File: src/rtl/burnPkg.sv
package burnPkg;

  typedef enum logic [3:0] {
    S_IDLE, S_SCAN, S_PULSE, S_VSET, S_VCHK, S_NEXT, S_FSET, S_FCHK, S_DONE, S_FAIL
  } burnState_t;

  // strobes from control to datapath
  typedef struct packed {
    logic addrClr;
    logic addrInc;
    logic timerClr;
    logic pcntClr;
    logic pcntInc;
    logic latchFail;
    logic clrErr;
  } dpCtrl_t;

  // status from datapath to control
  typedef struct packed {
    logic timerDone;
    logic pcntMax;
    logic wordMatch;
    logic addrLast;
    logic imgBlank;
  } dpStat_t;

endpackage

File: src/rtl/burnDatapath.sv
module burnDatapath
  import burnPkg::*;
#(
  parameter int ADDR_W       = 18,
  parameter int DATA_W       = 16,
  parameter int PULSE_CYCLES = 5000,
  parameter int MAX_PULSES   = 25
) (
  input  logic              clk,
  input  logic              rstN,
  input  dpCtrl_t           ctrl,
  input  logic [DATA_W-1:0] imgData,
  input  logic [DATA_W-1:0] romDin,
  output dpStat_t           stat,
  output logic [ADDR_W-1:0] addr,
  output logic [ADDR_W-1:0] failAddr,
  output logic              error
);

  localparam int TMR_W  = $clog2(PULSE_CYCLES + 1);
  localparam int PCNT_W = $clog2(MAX_PULSES + 1);
  localparam logic [ADDR_W-1:0] LAST_ADDR = {ADDR_W{1'b1}};
  localparam logic [TMR_W-1:0]  TMR_END   = TMR_W'(PULSE_CYCLES - 1);
  localparam logic [PCNT_W-1:0] PCNT_END  = PCNT_W'(MAX_PULSES);

  logic [TMR_W-1:0]  timer;
  logic [PCNT_W-1:0] pcnt;

  always_ff @(posedge clk or negedge rstN) begin
    if (!rstN)              addr <= '0;
    else if (ctrl.addrClr)  addr <= '0;
    else if (ctrl.addrInc)  addr <= addr + 1'b1;
  end

  always_ff @(posedge clk or negedge rstN) begin
    if (!rstN)                 timer <= '0;
    else if (ctrl.timerClr)    timer <= '0;
    else if (!stat.timerDone)  timer <= timer + 1'b1;
  end

  always_ff @(posedge clk or negedge rstN) begin
    if (!rstN)             pcnt <= '0;
    else if (ctrl.pcntClr) pcnt <= '0;
    else if (ctrl.pcntInc) pcnt <= pcnt + 1'b1;
  end

  always_ff @(posedge clk or negedge rstN) begin
    if (!rstN) begin
      error    <= 1'b0;
      failAddr <= '0;
    end else if (ctrl.clrErr) begin
      error    <= 1'b0;
    end else if (ctrl.latchFail) begin
      error    <= 1'b1;
      failAddr <= addr;
    end
  end

  always_comb begin
    stat.timerDone = (timer == TMR_END);
    stat.pcntMax   = (pcnt == PCNT_END);
    stat.wordMatch = (romDin == imgData);
    stat.addrLast  = (addr == LAST_ADDR);
    stat.imgBlank  = &imgData;
  end

  // pulse budget is never exceeded
  assert_pulse_budget_R4: assert property (@(posedge clk) disable iff (!rstN)
    pcnt <= PCNT_END);

  // address only steps up by one or restarts at zero
  assert_addr_step_R5: assert property (@(posedge clk) disable iff (!rstN)
    (addr != $past(addr)) |-> (addr == ADDR_W'($past(addr) + 1'b1) || addr == '0));

  // a latched failure keeps its address until cleared
  assert_fail_hold_R4: assert property (@(posedge clk) disable iff (!rstN)
    (error && $past(error) && !ctrl.latchFail) |-> $stable(failAddr));

endmodule

File: src/rtl/burnControl.sv
module burnControl
  import burnPkg::*;
(
  input  logic    clk,
  input  logic    rstN,
  input  logic    start,
  input  dpStat_t stat,
  output dpCtrl_t ctrl,
  output logic    done,
  output logic    romDataOe,
  output logic    romCeN,
  output logic    romOeN,
  output logic    vppEn,
  output logic    vccHigh
);

  burnState_t state, stateNext;

  always_ff @(posedge clk or negedge rstN) begin
    if (!rstN) state <= S_IDLE;
    else       state <= stateNext;
  end

  always_comb begin
    stateNext = state;
    ctrl      = '0;
    unique case (state)
      S_IDLE: if (start) begin
        ctrl.clrErr  = 1'b1;
        ctrl.addrClr = 1'b1;
        stateNext    = S_SCAN;
      end
      S_SCAN: begin
        if (stat.imgBlank) stateNext = S_NEXT;
        else begin
          ctrl.pcntClr  = 1'b1;
          ctrl.timerClr = 1'b1;
          stateNext     = S_PULSE;
        end
      end
      S_PULSE: if (stat.timerDone) begin
        ctrl.pcntInc = 1'b1;
        stateNext    = S_VSET;
      end
      S_VSET: stateNext = S_VCHK;
      S_VCHK: begin
        if (stat.wordMatch) stateNext = S_NEXT;
        else if (stat.pcntMax) begin
          ctrl.latchFail = 1'b1;
          stateNext      = S_FAIL;
        end else begin
          ctrl.timerClr = 1'b1;
          stateNext     = S_PULSE;
        end
      end
      S_NEXT: begin
        if (stat.addrLast) begin
          ctrl.addrClr = 1'b1;
          stateNext    = S_FSET;
        end else begin
          ctrl.addrInc = 1'b1;
          stateNext    = S_SCAN;
        end
      end
      S_FSET: stateNext = S_FCHK;
      S_FCHK: begin
        if (!stat.wordMatch) begin
          ctrl.latchFail = 1'b1;
          stateNext      = S_FAIL;
        end else if (stat.addrLast) stateNext = S_DONE;
        else begin
          ctrl.addrInc = 1'b1;
          stateNext    = S_FSET;
        end
      end
      S_DONE:  stateNext = S_IDLE;
      S_FAIL:  stateNext = S_IDLE;
      default: stateNext = S_IDLE;
    endcase
  end

  always_comb begin
    romCeN    = 1'b1;
    romOeN    = 1'b1;
    vppEn     = 1'b0;
    vccHigh   = 1'b0;
    romDataOe = 1'b0;
    done      = (state == S_DONE);
    unique case (state)
      S_PULSE: begin
        romCeN    = 1'b0;
        vppEn     = 1'b1;
        vccHigh   = 1'b1;
        romDataOe = 1'b1;
      end
      S_VSET, S_VCHK: begin
        romOeN  = 1'b0;
        vppEn   = 1'b1;
        vccHigh = 1'b1;
      end
      S_SCAN, S_NEXT: vccHigh = 1'b1;
      S_FSET, S_FCHK: begin
        romCeN = 1'b0;
        romOeN = 1'b0;
      end
      default: ;
    endcase
  end

  // a pulse is not cut short before its timer expires
  assert_pulse_len_R2: assert property (@(posedge clk) disable iff (!rstN)
    (state == S_PULSE && !stat.timerDone) |=> (state == S_PULSE));

  // failed read-back with budget left gives another pulse
  assert_repulse_R3: assert property (@(posedge clk) disable iff (!rstN)
    (state == S_VCHK && !stat.wordMatch && !stat.pcntMax) |=> (state == S_PULSE));

  // blank image word never reaches a pulse
  assert_skip_blank_R8: assert property (@(posedge clk) disable iff (!rstN)
    (state == S_SCAN && stat.imgBlank) |=> (state != S_PULSE));

  // completion strobe lasts one cycle and follows a final compare
  assert_done_single_R9: assert property (@(posedge clk) disable iff (!rstN)
    done |=> !done);
  assert_done_origin_R7: assert property (@(posedge clk) disable iff (!rstN)
    $rose(done) |-> ($past(state) == S_FCHK && $past(stat.wordMatch)));

  // start while busy does not disturb the run
  assert_busy_start_R10: assert property (@(posedge clk) disable iff (!rstN)
    (start && state != S_IDLE && state != S_DONE && state != S_FAIL) |=> (state != S_SCAN || $past(state) == S_NEXT));

endmodule

File: src/rtl/burnSequencer.sv
module burnSequencer
  import burnPkg::*;
#(
  parameter int ADDR_W       = 18,
  parameter int DATA_W       = 16,
  parameter int PULSE_CYCLES = 5000,
  parameter int MAX_PULSES   = 25
) (
  input  logic              clk,
  input  logic              rstN,
  input  logic              start,
  output logic              done,
  output logic              error,
  output logic [ADDR_W-1:0] failAddr,
  output logic [ADDR_W-1:0] imgAddr,
  input  logic [DATA_W-1:0] imgData,
  output logic [ADDR_W-1:0] romAddr,
  output logic [DATA_W-1:0] romDout,
  input  logic [DATA_W-1:0] romDin,
  output logic              romDataOe,
  output logic              romCeN,
  output logic              romOeN,
  output logic              vppEn,
  output logic              vccHigh
);

  dpCtrl_t           ctrl;
  dpStat_t           stat;
  logic [ADDR_W-1:0] addr;

  burnControl u_ctrl (
    .clk       (clk),
    .rstN      (rstN),
    .start     (start),
    .stat      (stat),
    .ctrl      (ctrl),
    .done      (done),
    .romDataOe (romDataOe),
    .romCeN    (romCeN),
    .romOeN    (romOeN),
    .vppEn     (vppEn),
    .vccHigh   (vccHigh)
  );

  burnDatapath #(
    .ADDR_W       (ADDR_W),
    .DATA_W       (DATA_W),
    .PULSE_CYCLES (PULSE_CYCLES),
    .MAX_PULSES   (MAX_PULSES)
  ) u_dp (
    .clk      (clk),
    .rstN     (rstN),
    .ctrl     (ctrl),
    .imgData  (imgData),
    .romDin   (romDin),
    .stat     (stat),
    .addr     (addr),
    .failAddr (failAddr),
    .error    (error)
  );

  assign imgAddr = addr;
  assign romAddr = addr;
  assign romDout = imgData;

endmodule

File: config.mk
export PLATFORM = sky130hd
export DESIGN_NAME = burnSequencer
export DESIGN_NICKNAME = d
export VERILOG_FILES = /design/src/rtl/burnPkg.sv /design/src/rtl/burnDatapath.sv /design/src/rtl/burnControl.sv /design/src/rtl/burnSequencer.sv
export SDC_FILE = /design/constraint.sdc
export NUM_CORES = 1
export LEC_CHECK = 0
export ABC_AREA = 1
export CORE_UTILIZATION = 40
export CTS_CLUSTER_DIAMETER = 120
export DETAILED_ROUTE_END_ITERATION = 6
export DONT_BUFFER_PORTS = 1
export GPL_TIMING_DRIVEN = 0
export PLACE_DENSITY = 0.57
export SKIP_CTS_REPAIR_TIMING = 1
export SYNTH_ARGS = -nofsm -noshare
export SYNTH_HDL_FRONTEND = slang
export SYNTH_HIERARCHICAL = 1
export SYNTH_SLANG_ARGS = --single-unit
File: constraint.sdc
create_clock -name clk -period 2.25 [get_ports clk]
set_input_delay 0.3375 -clock clk [delete_from_list [all_inputs] [get_ports clk]]
set_output_delay 0.3375 -clock clk [all_outputs]
set_load 0.02 [all_outputs]
==> qor.txt <==
Minimum clock period: 2213 ps
Failing checks: DRC
Critical path depth: 16
Final setup viols: 0
Worst hold slack: 198.1 ps
Reg clk slew, reported paths: 70 ps
Post-Place Cells: 592
CTS tree: built
Max VDD drop: 0.0004715 V
Total core area: 0.008848 mm^2
Die area: 0.009641 mm^2
# nets final: 547
Die W: 98.19 um
Hold Fails Final Rpt: 0
Detailed placement HPWL: 6.415 mm
Top-area cell type share of the netlist area: 39.89%
Worst path max stage delay: 510 ps
Largest area contributor in the netlist: dfrtp_1
Residual DRC: 7
Buf+Inv Stages, Crit Path: 3
Lkg Pwr: 2.105 nW
Grt ovf: 0
Vias per Instance: 4.982
Reg2reg start: u_dp/addr[1]
Netlist Area Pre-Place: 0.003701 mm^2
Crit Path Category: flip-flop to flip-flop
Initial antenna violation count: 0
Worst-path cell chain: ha_4 > nand3_4 > inv_2 > nand2_2 > nor2_4 > and3_4 > inv_4 > nand2_4 > o21ai_4 > nor2_4 > buf_6 > nor2_4 > nand2_2 > o21ai_2 > nand2_1 > nor2_1
Area contributors post-synth: dfrtp_1 40%, nand2_1 9.2%, buf_4 6.9%
Reg-to-Reg End: u_dp/addr[11]
Antenna diodes: 0
Critical Path AT: 2490 ps
Post-layout util: 48.88%
Starting density of the core: 41.83%
Drt first pass iters: 7
Max-Cap Viols: 0
Share of post-route cells with drive strength above 1: 26.90%
Ys Warns: 6
Clk Latency, worst-skew pair: 340 ps
Final clock skew: 9.425 ps
Clock sink count: 59
Seq cells post-synth: 59
Number of global-route vias before repair: 3011
Pre-CTS setup slack: -532.6 ps
Worst Hold End: u_ctrl/state[0]
Non-filler instance count after layout: 621
Critical Path Slowest Stage Cell: dfrtp_2
First-pass GRT wire length: 14.31 mm
1st-iter DRT viols: 131
Fin. max-slew vios: 0
Row count: 34
Synth Instances: 484
GP Congestion: 0.8412
IO buf count: 0
Final period util: 98.34%
Synth Area per Inst: 7.647 um^2
Setup crit end kind: flip-flop
Register area share after synthesis: 39.89%
Vias: 3094
Die height: 98.19 um
Reg2reg setup slack: 40 ps
Final worst setup slack: 37.25 ps
Synthesized Nets: 523
Worst-margin pin slew: 644.6 ps
I/O pins: 112
Min-delay src: start
Worst r2r path cells: 16
Clock root buffer: clkbuf_8
Synth cell types: 38
H-tree levels: 3
Cell Pwr Density: 818.3 mW/mm^2
Clk buf depth: 2
Global Route Usage Sum: 18.83%
Required time worst endpoint: 2530 ps
Worst Hold Class: primary input to flip-flop
CP max FO: 6
CTS Buf Count: 9
WL/cell: 14.15 um
RSZ-0062 raised after global routing: yes
Crit path top cell by count: nor2_4
Status: finished with violations
Worst rel slew slack: 56.70%
Layout area overhead: 16.87%
Fmax: 451.9 MHz
CP top delay family: simple AND/OR/NAND/NOR gates
Largest net degree at the start of global routing: 60
Worst setup SP type: flip-flop
Final ANT Viol Nets: 0
Routed wire length: 8.787 mm
Hold path cells: 2
-- flip-flops by register name, indices dropped and copies added, names as in the netlist --
register / count
u_dp/timer: 13
u_dp/failAddr: 18
u_dp/pcnt: 5
u_dp/error: 1
u_ctrl/state: 4
u_dp/addr: 18
-- synth_stat cells (all sizes together) --
| cell type | n |
|---|---|
| inv | 70 |
| a31oi | 1 |
| nor3b | 2 |
| a21oi | 16 |
| nor4 | 1 |
| or2 | 4 |
| nand2 | 101 |
| nor3 | 15 |
| and3 | 1 |
| xor2 | 3 |
| ha | 4 |
| mux2 | 6 |
| nor2 | 68 |
| nand3 | 28 |
| xnor2 | 13 |
| clkbuf | 3 |
| nand3b | 1 |
| clkinv | 1 |
| o21ai | 34 |
| o31ai | 1 |
| a211oi | 1 |
| dfrtp | 59 |
| o22ai | 3 |
| buf | 36 |
| nand4 | 12 |
-- routing by layer --
| layer | track usage (%) | vias up | wire length [um] |
|---|---|---|---|
| met5 | 0 | - | 0 |
| met4 | 4.363 | 0 | 153 |
| met3 | 6.872 | 13 | 547 |
| met2 | 31.53 | 80 | 4300 |
| met1 | 23.17 | 1446 | 3785 |
| li1 | - | 1555 | - |
-- cell usage in the layout (no fill, tap or decap), types with 8 or more instances in the layout --
master,n
a21oi_1,15
nor2_1,49
dfrtp_2,11
clkbuf_8,11
o21ai_1,8
nand4_1,12
nand2_2,8
nor2_4,8
xnor2_1,13
nand2_1,88
nand3_1,24
nor3_1,11
nor2_2,11
dfrtp_1,48
buf_4,44
o21ai_0,23
inv_1,63
-- power breakdown --
| group | internal [mW] | switching, mW | leakage (nW) | total, mW |
|---|---|---|---|---|
| combinational | 0.376 | 0.723 | 1.20 | 1.10 |
| clock | 0.655 | 0.437 | 0.111 | 1.09 |
| sequential | 1.16 | 0.185 | 0.795 | 1.35 |
| total | 2.20 | 1.34 | 2.10 | 3.54 |
-- worst register-to-register path: stages (launching register included) --
cell and delay [ps]:
dfrtp_2 510, ha_4 220, nand3_4 80, inv_2 40, nand2_2 70, nor2_4 50
and3_4 170, inv_4 80, nand2_4 60, o21ai_4 180, nor2_4 90, buf_6 120
nor2_4 140, nand2_2 90, o21ai_2 110, nand2_1 50, nor2_1 90
-- cell families (layout without fill, tap and decap cells) --
logic type                 count (synthesis)  count (layout)  synth area share, %
and+or+nand+nor                          233             233                30.19
muxes                                      6               6                1.825
xor gates and xnor gates                  16              16                3.786
buffers and inverters                    110             139                15.11
adders and majority gates                  4               4                1.352
AOI/OAI and AO/OA                         56              56                7.843
DFF                                       59              59                39.89
-- layout make-up --
class	count	area, um^2
fill	874	4523
multi-input combinational	315	1795
sequential	59	1490
buffer	39	292.8
inverter	71	269.0
clock buffer	12	145.1
tap	108	135.1
timing repair buffer	13	123.9
clock inverter	4	73.82
-- worst max-delay path by stage --
stage	start	endpoint	slack (ps)
finish	u_dp/addr[1]	u_dp/addr[11]	40
global route	u_dp/addr[1]	u_dp/addr[13]	-110
CTS	u_dp/addr[0]	u_dp/addr[7]	-540
detailed placement	u_dp/addr[0]	u_dp/addr[7]	-530
global placement	u_dp/addr[0]	u_dp/addr[7]	-520
floorplan	u_dp/addr[0]	u_dp/addr[7]	4
-- per-stage QoR --
stage | power, mW | setup TNS [ps] | area [um^2]
final | 3.539 | 0 | 4325
after global routing | 3.782 | -648.6 | 4325
after CTS | 3.448 | -8474 | 4060
after detailed placement | 2.342 | -8236 | 3841
after global placement | 2.324 | -7699 | 3841
after floorplan | 2.133 | 0 | 3706
No activity file was read; power rests on OpenSTA's default activity.
